--- config.mk ---
export PLATFORM = sky130hd
export DESIGN_NAME = a429_rx_channel
export DESIGN_NICKNAME = d
export VERILOG_FILES = /design/src/rtl/a429_rx_pkg.sv /design/src/rtl/a429_spike_filter.sv /design/src/rtl/a429_bit_framer.sv /design/src/rtl/a429_rx_channel.sv
export SDC_FILE = /design/constraint.sdc
export NUM_CORES = 1
export LEC_CHECK = 0
export ABC_CLOCK_PERIOD_IN_PS = 5900
export BUFFER_PORTS_ARGS = -buffer_cell sky130_fd_sc_hd__buf_2
export CAP_MARGIN = 20
export CORE_ASPECT_RATIO = 1.5
export CORE_MARGIN = 2
export CORE_UTILIZATION = 46
export CTS_CLUSTER_SIZE = 16
export DETAILED_ROUTE_END_ITERATION = 10
export SYNTH_ARGS = -nofsm -noshare
export SYNTH_HDL_FRONTEND = slang
export SYNTH_SLANG_ARGS = --single-unit
--- constraint.sdc ---
create_clock -name clk -period 5.9 [get_ports clk]
set_input_delay 1.475 -clock clk [delete_from_list [all_inputs] [get_ports clk]]
set_output_delay 1.475 -clock clk [all_outputs]
set_load 0.1 [all_outputs]
--- src/rtl/a429_rx_pkg.sv ---
package a429_rx_pkg;
  localparam int unsigned WORD_BITS = 32;

  typedef enum logic [2:0] {
    ERR_NONE  = 3'b000,
    ERR_SVC   = 3'b001,
    ERR_PAR   = 3'b010,
    ERR_LEN   = 3'b011,
    ERR_OVR   = 3'b100,
    ERR_FAULT = 3'b111
  } a429_err_e;
endpackage

--- src/rtl/a429_spike_filter.sv ---
module a429_spike_filter #(
  parameter int unsigned FILT_CLKS = 3
) (
  input  logic clk,
  input  logic rst_n,
  input  logic din,
  output logic dout
);
  localparam int unsigned CW = $clog2(FILT_CLKS + 1);

  logic [1:0]    sync_q;
  logic          filt_q, filt_d;
  logic [CW-1:0] cnt_q, cnt_d;

  // a level change is adopted only after FILT_CLKS consecutive disagreeing samples
  always_comb begin
    filt_d = filt_q;
    cnt_d  = '0;
    if (sync_q[1] != filt_q) begin
      if (cnt_q == CW'(FILT_CLKS - 1)) filt_d = sync_q[1];
      else                             cnt_d  = cnt_q + CW'(1);
    end
  end

  always_ff @(posedge clk or negedge rst_n) begin
    if (!rst_n) begin
      sync_q <= '0;
      filt_q <= 1'b0;
      cnt_q  <= '0;
    end else begin
      sync_q <= {sync_q[0], din};
      filt_q <= filt_d;
      cnt_q  <= cnt_d;
    end
  end

  assign dout = filt_q;

  p_filt_hold_r9: assert property (@(posedge clk) disable iff (!rst_n)
    (sync_q[1] == filt_q) |=> $stable(filt_q));
endmodule

--- src/rtl/a429_bit_framer.sv ---
module a429_bit_framer
  import a429_rx_pkg::*;
#(
  parameter int unsigned HS_BIT_CLKS = 16,
  parameter int unsigned LS_RATIO    = 8
) (
  input  logic                 clk,
  input  logic                 rst_n,
  input  logic                 speed_hi,
  input  logic                 lv_hi,
  input  logic                 lv_lo,
  output logic                 done,
  output logic [WORD_BITS-1:0] word,
  output logic                 len_ok,
  output logic                 par_ok,
  output logic                 fault
);
  localparam int unsigned GAP_HS = 2 * HS_BIT_CLKS;
  localparam int unsigned GAP_LS = GAP_HS * LS_RATIO;
  localparam int unsigned NW     = $clog2(GAP_LS + 1);
  localparam int unsigned BCW    = $clog2(WORD_BITS + 2);
  localparam int unsigned BCAP   = WORD_BITS + 1;

  logic                 act_q;
  logic [WORD_BITS-1:0] sreg_q, sreg_d;
  logic [BCW-1:0]       bcnt_q, bcnt_d;
  logic [NW-1:0]        nul_q, nul_d;
  logic                 flt_q, flt_d;
  logic [NW-1:0]        gap_lim;
  logic                 is_null, bit_ev, both_hi;

  assign gap_lim = speed_hi ? NW'(GAP_HS) : NW'(GAP_LS);
  assign is_null = !lv_hi && !lv_lo;
  assign both_hi = lv_hi && lv_lo;
  assign bit_ev  = !act_q && (lv_hi ^ lv_lo);
  assign done    = is_null && (nul_q == gap_lim - NW'(1)) &&
                   ((bcnt_q != '0) || flt_q);

  always_comb begin
    sreg_d = sreg_q;
    bcnt_d = bcnt_q;
    flt_d  = flt_q || both_hi;
    nul_d  = nul_q;
    if (!is_null)             nul_d = '0;
    else if (nul_q < gap_lim) nul_d = nul_q + NW'(1);
    if (done) begin
      sreg_d = '0;
      bcnt_d = '0;
      flt_d  = 1'b0;
    end else if (bit_ev) begin
      sreg_d = {lv_hi, sreg_q[WORD_BITS-1:1]};
      if (bcnt_q < BCW'(BCAP)) bcnt_d = bcnt_q + BCW'(1);
    end
  end

  always_ff @(posedge clk or negedge rst_n) begin
    if (!rst_n) begin
      act_q  <= 1'b0;
      sreg_q <= '0;
      bcnt_q <= '0;
      nul_q  <= '0;
      flt_q  <= 1'b0;
    end else begin
      act_q  <= lv_hi || lv_lo;
      sreg_q <= sreg_d;
      bcnt_q <= bcnt_d;
      nul_q  <= nul_d;
      flt_q  <= flt_d;
    end
  end

  assign word   = sreg_q;
  assign len_ok = (bcnt_q == BCW'(WORD_BITS));
  assign par_ok = ^sreg_q;
  assign fault  = flt_q;

  p_bcnt_cap_r3: assert property (@(posedge clk) disable iff (!rst_n)
    bcnt_q <= BCW'(BCAP));
  p_done_idle_r10: assert property (@(posedge clk) disable iff (!rst_n)
    done |-> (!lv_hi && !lv_lo));
  p_done_clears_r3: assert property (@(posedge clk) disable iff (!rst_n)
    done |=> (bcnt_q == '0) && !flt_q);
endmodule

--- src/rtl/a429_rx_channel.sv ---
module a429_rx_channel
  import a429_rx_pkg::*;
#(
  parameter int unsigned HS_BIT_CLKS = 16,
  parameter int unsigned LS_RATIO    = 8,
  parameter int unsigned FILT_CLKS   = 3
) (
  input  logic        clk,
  input  logic        rst_n,
  input  logic        speed_hi,
  input  logic        test_en,
  input  logic        line_hi,
  input  logic        line_lo,
  input  logic        test_hi,
  input  logic        test_lo,
  input  logic        rd_done,
  input  logic        rd_part,
  output logic        word_avail,
  output logic [31:0] word_data,
  output logic [2:0]  err_code
);
  logic [1:0] raw, flt;
  logic       fr_done, fr_len_ok, fr_par_ok, fr_fault;
  logic [WORD_BITS-1:0] fr_word;

  assign raw = test_en ? {test_hi, test_lo} : {line_hi, line_lo};

  for (genvar g = 0; g < 2; g++) begin : g_leg
    a429_spike_filter #(.FILT_CLKS(FILT_CLKS)) u_filt (
      .clk  (clk),
      .rst_n(rst_n),
      .din  (raw[g]),
      .dout (flt[g])
    );
  end

  a429_bit_framer #(.HS_BIT_CLKS(HS_BIT_CLKS), .LS_RATIO(LS_RATIO)) u_framer (
    .clk     (clk),
    .rst_n   (rst_n),
    .speed_hi(speed_hi),
    .lv_hi   (flt[1]),
    .lv_lo   (flt[0]),
    .done    (fr_done),
    .word    (fr_word),
    .len_ok  (fr_len_ok),
    .par_ok  (fr_par_ok),
    .fault   (fr_fault)
  );

  logic                 avail_q, avail_d;
  logic [WORD_BITS-1:0] data_q, data_d;
  a429_err_e            code_q, code_d, code_new;
  logic                 svc_q, svc_d;
  logic                 release_ok, part_ok;

  assign release_ok = (rd_done || rd_part) && avail_q;
  assign part_ok    = rd_part && avail_q;

  always_comb begin
    if (fr_fault)                    code_new = ERR_FAULT;
    else if (avail_q && !release_ok) code_new = ERR_OVR;
    else if (!fr_len_ok)             code_new = ERR_LEN;
    else if (!fr_par_ok)             code_new = ERR_PAR;
    else if (svc_q || part_ok)       code_new = ERR_SVC;
    else                             code_new = ERR_NONE;
  end

  always_comb begin
    avail_d = avail_q;
    data_d  = data_q;
    code_d  = code_q;
    svc_d   = svc_q || part_ok;
    if (release_ok) avail_d = 1'b0;
    if (fr_done) begin
      avail_d = 1'b1;
      data_d  = fr_word;
      code_d  = code_new;
      svc_d   = 1'b0;
    end
  end

  always_ff @(posedge clk or negedge rst_n) begin
    if (!rst_n) begin
      avail_q <= 1'b0;
      data_q  <= '0;
      code_q  <= ERR_NONE;
      svc_q   <= 1'b0;
    end else begin
      avail_q <= avail_d;
      data_q  <= data_d;
      code_q  <= code_d;
      svc_q   <= svc_d;
    end
  end

  assign word_avail = avail_q;
  assign word_data  = data_q;
  assign err_code   = code_q;

  p_code_legal_r5: assert property (@(posedge clk) disable iff (!rst_n)
    (err_code != 3'b101) && (err_code != 3'b110));
  p_hold_r8: assert property (@(posedge clk) disable iff (!rst_n)
    (word_avail && !rd_done && !rd_part && !fr_done) |=> word_avail && $stable(word_data));
  p_release_r8: assert property (@(posedge clk) disable iff (!rst_n)
    (word_avail && (rd_done || rd_part) && !fr_done) |=> !word_avail);
  p_overrun_r6: assert property (@(posedge clk) disable iff (!rst_n)
    (fr_done && word_avail && !rd_done && !rd_part && !fr_fault) |=> (err_code == 3'b100));
  p_same_edge_r12: assert property (@(posedge clk) disable iff (!rst_n)
    (fr_done && word_avail && (rd_done || rd_part)) |=> word_avail && (err_code != 3'b100));
endmodule

Word-level counts from Yosys, hierarchy flattened --
Cells that the tools add are included.
Storage, ports and cells: flip-flop bits (word level) 96, output and inout bits 36, input bits 10, word-level logic and storage cells 77
Operators by class: add/subtract/negate cells 5, reductions and logical operators 25, eq/ne operators 7, mux-type cells 22, bitwise gates (word level) 1, magnitude comparators 2
Operator list (count):
- $mux 32 | 2
- $reduce_xor 32->1 | 1
- $mux 9 | 3
- $mux 6 | 3
- $mux 2 | 7
- $add 9x1->9 const B | 1
- $eq 9x9->1 | 1
- $lt 9x9->1 | 1
- $sub 9x1->9 const B | 1
- $logic_and 1x1->1 | 8
- $add 6x1->6 const B | 1
- $eq 6x6->1 const B | 1
- $lt 6x6->1 const B | 1
- $mux 3 | 2
- $reduce_and 2->1 | 3
- $reduce_bool 2->1 | 3
- $reduce_bool 6->1 | 1
- $logic_or 1x1->1 | 5
- $mux 1 | 5
- $add 2x1->2 const B | 2
- $eq 2x2->1 const B | 2
- $logic_not 1->1 | 4
- $ne 1x1->1 | 2
- $ne 2x2->1 const B | 1
- $xor 1x1->1 | 1

Longest topological paths before layout --
depth after elaboration 7, depth in mapped cells 9

Cells and area by module --
A second synthesis with hierarchy kept.
Unflattened totals: cells, all modules 376, area total of the unflattened synthesis 4281.6 µm²
Modules (own cells, without submodules):
- a429_bit_framer | times used 1, cells each 266, area each 2481.1 µm²
- a429_rx_channel | times used 1, cells each 90, area each 1450.1 µm²
- a429_spike_filter | times used 2, cells each 10, area each 175.2 µm²

Least setup slack after synthesis --
OpenSTA, ideal clock, no wires.
path kind input -> register, start input speed_hi, end register data_q[0] (netlist: word_data[0]), arrival time 2.921 ns, data required time 5.774 ns, setup slack 2.852 ns, buffers on the path 1, stages on the path 6, cell sequence ha_1 -> and4bb_2 -> o211ai_2 -> nor2_2 -> buf_6 -> mux2_4
On the way: longest elaborated chain between the ends 5
Ends and longest elaborated chain:
- start: declaration | line a429_rx_channel.sv:10 | input logic speed_hi,
- $mux 9 | line a429_bit_framer.sv:32 | assign gap_lim = speed_hi ? NW'(GAP_HS) : NW'(GAP_LS);
- $sub 9x1->9 | line a429_bit_framer.sv:36 | assign done = is_null && (nul_q == gap_lim - NW'(1)) &&
- $eq 9x9->1 | line a429_bit_framer.sv:36
- $logic_and 1x1->1 (2 in series) | line a429_bit_framer.sv:36
- end signal: assignment | line a429_rx_channel.sv:90 | data_q <= data_d;
- end: declaration | line a429_rx_channel.sv:51 | logic [WORD_BITS-1:0] data_q, data_d;
Every way passes these cells. A chain may end at the register's enable or synchronous reset.

Worst setup path in the final report --
start input speed_hi, end register data_q[23] (netlist: word_data[23])
Same word-level chain as after synthesis.

==> results.toml <==
[synth]
synthTopCellsByArea = "sky130_fd_sc_hd__dfrtp_1 55%, sky130_fd_sc_hd__mux2_4 11%, sky130_fd_sc_hd__xnor2_1 7.0%"
synth.most_common_cell = "sky130_fd_sc_hd__dfrtp_1"
synth_simple_gate_area_share_pct = 12.5
synthesis.area_sq_um = 4400
synth-compound-area-share_pct = 7.51
synth-warning-count = 0
synth_top_family_by_area = "simple AND/OR/NAND/NOR gates"
yosys_most_used_dff = "sky130_fd_sc_hd__dfrtp_1"
postSynthCellCount = 379
postSynth.asyncResetShare_pct = 100
most_numerous_cell_types_in_the_synthesized_netlist = "96 x sky130_fd_sc_hd__dfrtp_1, 75 x sky130_fd_sc_hd__nand2_1, 38 x sky130_fd_sc_hd__a21oi_1"
number_of_synthesized_flops_with_an_enable_pin = 0
avgSynthCellArea_sq_um = 11.6
post-synth-top-area-cell = "sky130_fd_sc_hd__dfrtp_1"
synth_cell_types = 42
synth_sequential_area_ratio_pct = 54.6
synth_seq_cells = 96
synthXorXnorAreaFrac_pct = 8.57
synth_largest_type_area_fraction_pct = 54.6
syn_nets = 396
post_synth_fa_ha_maj_area_fraction_pct = 1.99
synth.mux.area_fraction_pct = 11.7

[timing]
fmax_mhz = 328
final.setup.tns_ns = 0
min_period_over_period_pct = 51.6
finalCriticalPeriod_ns = 3.05
grt_setup_unrepaired = "false"
setup-violations-final = 0
relSlewSlack_pct = 66.1
postLayoutSetupSlackWorst_ns = 2.85
report.final.slew_viol_count = 0
hold_violations = 0
timing.clock.skew_ns = 0.00671
worst_pin_slew_ns = 0.512

[cells_and_area]
area.growth.synth_to_final_pct = 13.9
insertedDiodeCount = 0
nFillCells = 812
finish.net_count = 441
post_route_cells_drive_above_1_share_pct = 26.2
post_route_cell_area_sq_um = 5010

[drt]
amount_of_wire_on_met2_after_detailed_routing_microns = 3890
vias = 2773
top_layer = "met4"
drt_drc_violations_left = 0
post_drt_wl_per_cell_microns = 14.3
antenna_left = 0
vias_per_cell = 5.14
drt-met1-wl_microns = 3440
wl_microns = 7700
drt_first_iter_violations = 173
dr.pass1.iters = 4
met3_wirelength_microns = 280

[critical_path]
critical_path.slowest_cell = "sky130_fd_sc_hd__buf_12"
timing.critical_path.cells = "buf_2, ha_1, and4bb_2, o211ai_2, nor2_4, buf_12, mux2_4"
worst_setup_path_end_kind = "flip-flop"
critical_path_peak_fanout = 78
critical_path_required_ns = 6.12
timing.critical_path.arrival_ns = 3.27
critPathLaunchType = "primary input"
critical-path-max-stage-delay_ns = 0.36
crit_type = "primary input to flip-flop"

[cts]
worst_skew_pair.late_latency_ns = 0.34
tritoncts = "yes"
cts_buffers = 9
cts_post_setup_buffers_inserted = 0
htreeDepth = 3
cts_sinks = 96
ctsResizeCount = 0
post_cts_clock_slew_at_the_launch_and_capture_registers_of_the_worst_setup_and_hold_paths_ns = 0.06
cts_max_path_buffers = 2
holdBufCountCts = 0
cts-root-buf = "sky130_fd_sc_hd__clkbuf_16"

[grt]
grt_antenna_before_repair = 0
grt_first_pass_wirelength_microns = 13200
grt_start_max_net_pins = 79
vias_in_the_first_global_route = 2830
grtUsageTotal_pct = 15.9
grt.overflow.total = 0

[placement]
dpl_cell_area_sq_um = 4710
dp_hpwl_microns = 4920
preCtsSetupSlack_ns = 2.49
gp_congestion = 0.754
port_buffers = 45

[die]
io_pins = 46
design.core.area_sq_um = 9250
die_h_microns = 124
start_util_pct = 47.5
dieArea_sq_um = 10400
placementRows = 43
die_w_microns = 83.8

[power]
power_consumption_w = 0.00200
powerDensity_nw_per_um2 = 400
power_leakage_nw = 2.40
ir_drop_mv = 0.370

[hold_path]
worstHoldPathType = "flip-flop to flip-flop"

[outcome]
status = "finished clean"

[flow_run]
max-cap-violations = 0
[final cells by class]
cell class                 instances  area, sq um  area share, %
sequential                        96         2400           48.0
multi-input combinational        257         1860           37.2
timing repair buffer              50          298           5.95
clock buffer                      12          246           4.92
tap                              112          140           2.80
inverter                          10         37.5          0.750
clock inverter                     3         18.8          0.375
[cells by family after synthesis]
| family | Yosys count |
|---|---|
| adder cells (fa/ha/maj) | 7 |
| buffers and inverters | 26 |
| XOR/XNOR | 43 |
| flip-flops | 96 |
| multiplexers | 35 |
| AO/OA/AOI/OAI | 53 |
| AND/OR/NAND/NOR | 119 |
[through the flow]
step | std cells | hold WS (ns) | utilization [%]
finish | 540 | 0.348 | 54.1
detailed placement | 524 | 0.338 | 50.9
CTS | 539 | 0.352 | 53.8
global placement | 524 | 0.335 | 50.9
floorplan | 379 | 0.331 | -
global route | 540 | 0.353 | 54.1
[final timing paths]
kind / cells after the start / slack [ns] / endpoint / start
min in group asynchronous: 1 / 1.01 / u_framer.word[9]$_DFFE_PN0P_ / rst_n
setup / recovery: 7 / 2.85 / word_data[23]$_DFFE_PN0P_ / speed_hi
max in group asynchronous: 3 / 4.03 / u_framer.word[26]$_DFFE_PN0P_ / rst_n
hold reg to reg: 0 / 0.35 / g_leg[1].u_filt.sync_q[1]$_DFF_PN0_ / g_leg[1].u_filt.sync_q[0]$_DFF_PN0_
setup reg to reg: 7 / 3.67 / word_data[23]$_DFFE_PN0P_ / u_framer.nul_q[5]$_DFFE_PN0P_
hold / removal: 0 / 0.35 / g_leg[1].u_filt.sync_q[1]$_DFF_PN0_ / g_leg[1].u_filt.sync_q[0]$_DFF_PN0_
[worst max-delay path, delay by kind of cell]
family	cells	cell delay, ns
mux	1	0.34
compound gates	1	0.17
buf+inv	2	0.48
fa+ha+maj	1	0.29
simple gates	2	0.44
[per-layer routing]
metal | vias to the layer above | global-route usage (%)
met4 | 0 | 6.05
met5 | - | 0
met3 | 5 | 4.37
li1 | 1340 | -
met1 | 1377 | 19.8
met2 | 51 | 26.6
[registers in the layout (all words and copies together) (netlist names)]
name and cells:
g_leg.u_filt.dout 2, g_leg.u_filt.sync_q 4, svc_q 1, u_framer.word 32, word_data 32, g_leg.u_filt.cnt_q 4
u_framer.bcnt_q 6, u_framer.fault 1, err_code 3, word_avail 1, u_framer.nul_q 9, u_framer.act_q 1
[where the power goes]
group	switching (W)	internal, W	total [W]
Combinational	0.000352	0.000277	0.000630
Clock	0.000231	0.000294	0.000525
Sequential	0.0000972	0.000750	0.000847
Total	0.000680	0.00132	0.00200
[cells in the final DEF (no fill, tap or decap), drive strengths merged, types with 8 or more instances in the layout]
cell type and count:
mux2 34, xor2 8, xnor2 35, a21oi 39, nand2 75, clkbuf 12
inv 9, dfrtp 96, nor2 18, buf 50
Note: power is estimated with default switching activity, not from simulation.
